File: src/rtl/tw_mem_pkg.sv
package tw_mem_pkg;

  typedef enum logic [2:0] {
    ST_HUNT,
    ST_OPC,
    ST_ADDR,
    ST_DRIVE,
    ST_IGNORE
  } tw_state_e;

  localparam int          OPC_BITS = 2;
  localparam logic [1:0]  OP_READ  = 2'b10;

endpackage

File: src/rtl/tw_in_sync.sv
module tw_in_sync #(
  parameter int STAGES = 2,
  parameter int W      = 3
) (
  input  logic         clk,
  input  logic         rst_n,
  input  logic [W-1:0] din,
  output logic [W-1:0] dout
);

  logic [STAGES-1:0][W-1:0] pipe;

  always_ff @(posedge clk or negedge rst_n) begin
    if (!rst_n) begin
      pipe <= '0;
    end else begin
      for (int i = STAGES - 1; i > 0; i--) begin
        pipe[i] <= pipe[i-1];
      end
      pipe[0] <= din;
    end
  end

  assign dout = pipe[STAGES-1];

endmodule

File: src/rtl/tw_word_array.sv
module tw_word_array #(
  parameter int ADDR_W = 6,
  parameter int WORD_W = 16
) (
  input  logic              clk,
  input  logic              we,
  input  logic [ADDR_W-1:0] waddr,
  input  logic [WORD_W-1:0] wdata,
  input  logic [ADDR_W-1:0] raddr,
  output logic [WORD_W-1:0] rdata
);

  localparam int DEPTH = 1 << ADDR_W;

  logic [WORD_W-1:0] mem [DEPTH];

  always_ff @(posedge clk) begin
    if (we) begin
      mem[waddr] <= wdata;
    end
  end

  assign rdata = mem[raddr];

endmodule

File: src/rtl/tw_read_ctrl.sv
module tw_read_ctrl
  import tw_mem_pkg::*;
#(
  parameter int ADDR_W = 6,
  parameter int WORD_W = 16
) (
  input  logic              clk,
  input  logic              rst_n,
  input  logic              cs_s,
  input  logic              sk_s,
  input  logic              di_s,
  input  logic [WORD_W-1:0] rd_word,
  output logic [ADDR_W-1:0] rd_addr,
  output logic              sk_rise,
  output tw_state_e         state,
  output logic              do_data,
  output logic              do_oe
);

  localparam int MAXF = (WORD_W > ADDR_W) ? WORD_W : ADDR_W;
  localparam int CW   = $clog2(MAXF) + 1;

  tw_state_e         state_n;
  logic [CW-1:0]     cnt, cnt_n;
  logic [1:0]        opc, opc_n;
  logic [ADDR_W-1:0] addr, addr_n;
  logic              do_q, do_n;
  logic              sk_q;
  logic              step_en;
  logic [WORD_W-1:0] shifted;

  assign sk_rise = sk_s & ~sk_q;
  assign step_en = sk_rise | ~cs_s;
  assign shifted = rd_word << cnt;

  always_comb begin
    state_n = state;
    cnt_n   = cnt;
    opc_n   = opc;
    addr_n  = addr;
    do_n    = do_q;
    if (!cs_s) begin
      state_n = ST_HUNT;
      cnt_n   = '0;
    end else begin
      unique case (state)
        ST_HUNT: begin
          if (di_s) begin
            state_n = ST_OPC;
            cnt_n   = '0;
          end
        end
        ST_OPC: begin
          opc_n = {opc[0], di_s};
          if (cnt == CW'(OPC_BITS - 1)) begin
            cnt_n   = '0;
            state_n = ({opc[0], di_s} == OP_READ) ? ST_ADDR : ST_IGNORE;
          end else begin
            cnt_n = cnt + CW'(1);
          end
        end
        ST_ADDR: begin
          addr_n = {addr[ADDR_W-2:0], di_s};
          if (cnt == CW'(ADDR_W - 1)) begin
            cnt_n   = '0;
            state_n = ST_DRIVE;
            do_n    = 1'b0;
          end else begin
            cnt_n = cnt + CW'(1);
          end
        end
        ST_DRIVE: begin
          do_n = shifted[WORD_W-1];
          if (cnt == CW'(WORD_W - 1)) begin
            cnt_n  = '0;
            addr_n = addr + ADDR_W'(1);
          end else begin
            cnt_n = cnt + CW'(1);
          end
        end
        default: begin
          state_n = ST_IGNORE;
        end
      endcase
    end
  end

  always_ff @(posedge clk or negedge rst_n) begin
    if (!rst_n) begin
      sk_q <= 1'b0;
    end else begin
      sk_q <= sk_s;
    end
  end

  always_ff @(posedge clk or negedge rst_n) begin
    if (!rst_n) begin
      state <= ST_HUNT;
      cnt   <= '0;
      opc   <= '0;
      addr  <= '0;
      do_q  <= 1'b0;
    end else if (step_en) begin
      state <= state_n;
      cnt   <= cnt_n;
      opc   <= opc_n;
      addr  <= addr_n;
      do_q  <= do_n;
    end
  end

  assign rd_addr = addr;
  assign do_data = do_q;
  assign do_oe   = (state == ST_DRIVE);

endmodule

File: src/rtl/tw_serial_mem.sv
module tw_serial_mem
  import tw_mem_pkg::*;
#(
  parameter int ADDR_W      = 6,
  parameter int WORD_W      = 16,
  parameter int SYNC_STAGES = 2
) (
  input  logic              clk,
  input  logic              rst_n,
  input  logic              cs,
  input  logic              sk,
  input  logic              di,
  output logic              do_data,
  output logic              do_oe,
  input  logic              pre_we,
  input  logic [ADDR_W-1:0] pre_addr,
  input  logic [WORD_W-1:0] pre_data
);

  logic              cs_s, sk_s, di_s;
  logic              sk_rise;
  tw_state_e         state;
  logic [ADDR_W-1:0] rd_addr;
  logic [WORD_W-1:0] rd_word;

  tw_in_sync #(
    .STAGES (SYNC_STAGES),
    .W      (3)
  ) u_sync (
    .clk   (clk),
    .rst_n (rst_n),
    .din   ({cs, sk, di}),
    .dout  ({cs_s, sk_s, di_s})
  );

  tw_word_array #(
    .ADDR_W (ADDR_W),
    .WORD_W (WORD_W)
  ) u_array (
    .clk   (clk),
    .we    (pre_we),
    .waddr (pre_addr),
    .wdata (pre_data),
    .raddr (rd_addr),
    .rdata (rd_word)
  );

  tw_read_ctrl #(
    .ADDR_W (ADDR_W),
    .WORD_W (WORD_W)
  ) u_ctrl (
    .clk     (clk),
    .rst_n   (rst_n),
    .cs_s    (cs_s),
    .sk_s    (sk_s),
    .di_s    (di_s),
    .rd_word (rd_word),
    .rd_addr (rd_addr),
    .sk_rise (sk_rise),
    .state   (state),
    .do_data (do_data),
    .do_oe   (do_oe)
  );

endmodule

File: config.mk
export PLATFORM = sky130hd
export DESIGN_NAME = tw_serial_mem
export DESIGN_NICKNAME = d
export VERILOG_FILES = /design/src/rtl/tw_mem_pkg.sv /design/src/rtl/tw_in_sync.sv /design/src/rtl/tw_word_array.sv /design/src/rtl/tw_read_ctrl.sv /design/src/rtl/tw_serial_mem.sv
export SDC_FILE = /design/constraint.sdc
export NUM_CORES = 1
export LEC_CHECK = 0
export BUFFER_PORTS_ARGS = -buffer_cell sky130_fd_sc_hd__buf_2
export CAP_MARGIN = 25
export CORE_ASPECT_RATIO = 1.1
export CORE_MARGIN = 5
export CORE_UTILIZATION = 50
export DETAILED_ROUTE_END_ITERATION = 16
export PLACE_DENSITY = 0.65
export SLEW_MARGIN = 20
export SYNTH_ARGS = -nofsm -noshare
export SYNTH_HDL_FRONTEND = slang
export SYNTH_SLANG_ARGS = --single-unit
File: constraint.sdc
create_clock -name clk -period 5.4 [get_ports clk]
set_input_delay 0.54 -clock clk [delete_from_list [all_inputs] [get_ports clk]]
set_output_delay 0.54 -clock clk [all_outputs]
set_load 0.02 [all_outputs]
== Word-level counts from Yosys, hierarchy flattened ==
Memory sizes are Yosys's and may differ from the RTL's.
Index checks and enable logic that the tools add are counted.

* Memories: 1
* Memory bits (writable): 1024
* Input port bits: 28
* Word-level logic and storage cells: 55
* Output and inout bits: 2
* Bits in registers: 23

* Shift operators: 1
* Equality and inequality tests: 14
* Bitwise gates (word level): 4
* Reductions and logical operators: 7
* Add/sub/neg operators: 2
* Muxes and demuxes: 18

{| class="wikitable"
|+ Memory list
! name !! depth !! width !! read ports !! clocked after Yosys merged registers in !! wr ports !! RTL line !! RTL
|-
| u_array.mem || 64 || 16 || 1 || 0 || 1 || tw_word_array.sv:15 || <nowiki>logic [WORD_W-1:0] mem [DEPTH];</nowiki>
|}

{| class="wikitable"
|+ Operators by type and width
! operator !! count
|-
| 2-to-1 mux 5 bit || 5
|-
| one-hot mux 5 bit (4 select lines) || 1
|-
| << shifter 16 x 5 -> 16 bit || 1
|-
| 2-to-1 mux 3 bit || 5
|-
| one-hot mux 3 bit (4 select lines) || 1
|-
| one-hot mux 6 bit (2 select lines) || 1
|-
| AND reduction 4 bit || 2
|-
| adder 6 x 1 -> 6 bit (second input constant) || 1
|-
| equality test 3 x 2 -> 1 bit (second input constant) || 2
|-
| 2-to-1 mux 6 bit || 1
|-
| inequality test 3 x 2 -> 1 bit (second input constant) || 2
|-
| AND reduction 3 bit || 2
|-
| adder 5 x 1 -> 5 bit (second input constant) || 1
|-
| equality test 5 x 1 -> 1 bit (second input constant) || 1
|-
| equality test 5 x 3 -> 1 bit (second input constant) || 1
|-
| equality test 5 x 4 -> 1 bit (second input constant) || 1
|-
| inequality test 5 x 2 -> 1 bit (second input constant) || 1
|-
| AND reduction 5 bit || 1
|-
| inequality test 2 x 1 -> 1 bit (second input constant) || 2
|-
| equality test 3 x 1 -> 1 bit (second input constant) || 1
|-
| logical NOT 3 bit || 1
|-
| 2-to-1 mux 1 bit || 3
|-
| inequality test 3 bit (second input constant) || 1
|-
| equality test 2 bit (second input constant) || 1
|-
| other kinds (6) || 7
|}

== Logic depth before layout (Yosys ltp) ==
* Depth in word-level cells: 5
* Gate-level depth with buffers: 14

== Cells and area by module ==
Synthesis repeated with hierarchy kept, for this count alone.

* Cell total of the unflattened synthesis: 1965
* Area total of the unflattened synthesis: 41119.4 um2

{| class="wikitable"
|+ By module, submodules not included
! module !! cells each !! instances !! area each (um2)
|-
| tw_word_array || 1813 || 1 || 39721.8
|-
| tw_read_ctrl || 143 || 1 || 1224.9
|-
| tw_in_sync || 9 || 1 || 172.7
|}

== Worst setup path after synthesis ==
OpenSTA, ideal clock, no wires.

* Path type: in2reg
* Start: input pre_addr[3]
* End: memory u_array.mem[48][0] (enable)
* Cell stages on the path: 4
* Setup slack: 2.820 ns
* Setup time: 0.409 ns
* Arrival: 2.170 ns
* Cells stage by stage: clkbuf_1 nor2b_1 nand4b_1 nor3_1

{| class="wikitable"
|+ RTL lines
! what !! RTL line !! RTL
|-
| from (decl) || tw_serial_mem.sv:16 || <nowiki>input logic [ADDR_W-1:0] pre_addr,</nowiki>
|-
| to (decl) || tw_word_array.sv:15 ||
|}

Straight into the memory's write port.

== Worst setup path after layout ==
* Start: register u_ctrl.addr[0] (netlist: u_ctrl.rd_addr[0])
* End: register u_ctrl.do_q (netlist: u_ctrl.do_data)

* Cells in the longest elaborated chain, start to end: 3

{| class="wikitable"
|+ RTL lines
! what !! RTL line !! RTL
|-
| from (decl) || tw_read_ctrl.sv:26 || <nowiki>logic [ADDR_W-1:0] addr, addr_n;</nowiki>
|-
| from (signal assigned) || tw_read_ctrl.sv:107 || <nowiki>addr <= addr_n;</nowiki>
|-
| memory (64 x 16 bit) || n/a ||
|-
| << shifter 16 x 5 -> 16 bit || tw_read_ctrl.sv:34 || <nowiki>assign shifted = rd_word << cnt;</nowiki>
|-
| one-hot mux 1 bit (2 select lines) || tw_read_ctrl.sv:46 || <nowiki>unique case (state)</nowiki>
|-
| to (signal assigned) || tw_read_ctrl.sv:108 || <nowiki>do_q <= do_n;</nowiki>
|-
| to (decl) || tw_read_ctrl.sv:27 || <nowiki>logic do_q, do_n;</nowiki>
|}

Every way passes these cells.
A chain may end at the register's enable or synchronous reset.

==> impl_metrics.yaml <==
placed_design:
  io_buffer_count: 29
  place_congestion: 0.926
  hpwl_microns: 58300
  place_ws_ns: 1.43
clock_tree:
  cts_resized: 0
  postCtsSetupBuffers: 0
  path_clk_slew_ns: 0.07
  cts_made_buffers: 101
  clock_latency_ns: 0.67
  cts_root_buffer: "clkbuf_16"
  clkSinkCount: 1047
  cts_tree: "built"
  htreeDepth: 3
  cts_buffer_depth: 3
pwr:
  power_density_nw_per_um2: 372
  peakVddDrop_mv: 0.298
  leakage_nw: 14.1
outcome:
  status: "completed"
routing:
  remaining_drc_errors: 0
  firstDrtPassIters: 5
  vias: 21200
  postRouteAntennaNets: 0
  wirelength_microns: 102000
  via_per_inst: 6.38
  first_iter_violations: 2598
  routedWlPerCell_microns: 30.6
final_layout:
  fin_nets: 2208
  fillers: 5928
  syn_to_final_growth_pct: 11.9
  n_antenna_cell: 0
  drive_gt1_share_pct: 21.2
critical_path:
  end_kind: "register"
  cp_data_arrival_time_ns: 4.54
  cp-start-kind: "register"
  path_max_fanout: 42
  r2r_cells: 8
  critical_path_class: "reg -> reg"
  critPathRequiredTime_ns: 5.94
logic_synthesis:
  yosysTopAreaCell: "edfxtp_1"
  synth.most_common_cell: "edfxtp_1"
  synth_area_sq_um: 41200
  async_reset_ff_share_pct: 2.20
  synth_seq_cells: 1047
  synth_ff_type: "edfxtp_1"
  yosys_warnings: 0
  synthTopCellsByCount: "edfxtp_1, mux2i_1, mux4_2, nor2_1, nand2_1"
  synth_seq_area_share_pct: 76.0
  synth_edf_count: 1024
  syn_nets: 2071
  synth_top_area_share_pct: 74.6
  synth_area_leaders: "edfxtp_1, mux4_2, mux2i_1, dfrtp_1, mux4_1"
  syn_avg_cell_area_sq_um: 20.2
  post_synth_num_cell_types: 71
  netlist_instances: 2038
timing:
  finalSetupTns_ns: 0
  max_freq_mhz: 250
  skew_ns: 0.0255
  period_share_pct: 74.0
  slew_headroom_pct: 31.5
  drv_slew: 0
  fin_crit_ns: 4.00
  final.setup.worst_slack_ns: 1.40
  setup_viol: 0
  hold_violations: 0
  grt_setup_unrepaired: "false"
  worstMarginPinSlew_ns: 1.01
global_routing:
  grt.total_usage_pct: 22.7
  grt-ovfl-total: 0
  antenna_found_initial: 1
  grt_pass1_wl_microns: 147000
  grt_max_degree: 84
  grt_pass1_vias: 21000
floorplan:
  fp.dieArea_sq_um: 88300
  rows: 110
  start_util_pct: 50.4
  ios: 30
  core_sq_um: 81900
  die_x_microns: 284
  chipHeight_microns: 311
hold_path:
  hold_class: "reg -> reg"
  min_path_cells: 0
flow_run:
  cap_violations: 0
repair_timing:
action,4_1_cts,5_1_grt
endpoints found under the setup margin,0,0
hold buffers,4,0
hold endpoints to repair,26,0
worst paths after layout:
check                                   from  slack, ns           endpoint
min in group asynchronous              rst_n       0.43     u_sync.dout[2]
max in group asynchronous              rst_n       4.49  u_ctrl.rd_addr[1]
hold reg to reg               u_sync.pipe[2]       0.34     u_sync.dout[2]
hold / removal                u_sync.pipe[2]       0.34     u_sync.dout[2]
setup reg to reg           u_ctrl.rd_addr[0]       1.40     u_ctrl.do_data
setup / recovery           u_ctrl.rd_addr[0]       1.40     u_ctrl.do_data
cell type report:
type	instances	area (sq um)	share of cell area, %
Multi-Input combinational cell	864	8930	19.4
Inverter	9	33.8	0.0732
Tap cell	1064	1330	2.89
Clock inverter	61	611	1.32
Clock buffer	127	2730	5.92
Timing Repair Buffer	152	1170	2.54
Sequential cell	1047	31300	67.9
sequential cells by signal, summed over array words and instances, names as in the netlist:
name	flops
u_ctrl.state	3
u_ctrl.sk_q	1
u_ctrl.opc	1
u_ctrl.cnt	5
u_sync.dout	3
u_ctrl.rd_addr	6
u_array.mem	1024
u_ctrl.do_data	1
u_sync.pipe	3
cells in the final DEF, fill, tap and decap left out, drive strengths merged, types with 11 or more instances in the layout:
cell    netlist  final
a221oi       44     44
bufinv        0     11
o21ai        38     38
nand3        13     13
o22ai        17     17
o221ai       46     46
clkbuf       32    127
a22oi        12     12
mux2i       184    184
clkinv        2     41
mux2         18     18
dfrtp        23     23
a211oi       11     11
edfxtp     1024   1024
nand2        68     68
mux4        169    169
buf          85    148
nor2         92     92
a21oi        39     39
nor3         13     13
inv           7     11
kinds of logic after synthesis:
logic type / share of synthesized area, %
AO/OA/AOI/OAI: 4.46
adder cells (fa/ha/maj): 0.152
buffers and inverters: 2.44
flip-flops: 76.0
multiplexers: 14.4
AND/OR/NAND/NOR: 2.62
through the flow:
step / area [sq um] / total power [W] / util (%) / instances / hold WS, ns
floorplan: 41200 / 0.00980 / - / 2038 / 0.244
global placement: 42700 / 0.0102 / 52.2 / 3131 / 0.346
detailed placement: 42800 / 0.0102 / 52.2 / 3132 / 0.352
CTS: 46100 / 0.0172 / 56.3 / 3324 / 0.337
global route: 46100 / 0.0176 / 56.3 / 3324 / 0.335
finish: 46100 / 0.0171 / 56.3 / 3324 / 0.342
power by group:
group	switching (W)	internal [W]
registers	0.0000700	0.00898
logic	0.000617	0.000367
clock network	0.00299	0.00411
per-layer routing:
metal  wire length (microns)  vias to the layer above  track usage [%]
met5                       0                        -                0
met1                   42400                    11200             33.4
li1                        -                     8771                -
met2                   47800                     1096             35.4
met4                    2920                        0             6.81
met3                    8520                      168             3.96
worst max-delay path, stage by stage, from the launching register on:
cell       delay [ns]
dfrtp_4          1.04
buf_12           0.36
mux4_2           0.54
mux2_2           0.29
a221oi_1         0.63
nor3_1           0.21
or4_1            0.52
o2111ai_1        0.09
o211ai_1         0.11
No activity file was read; power rests on OpenSTA's default activity.
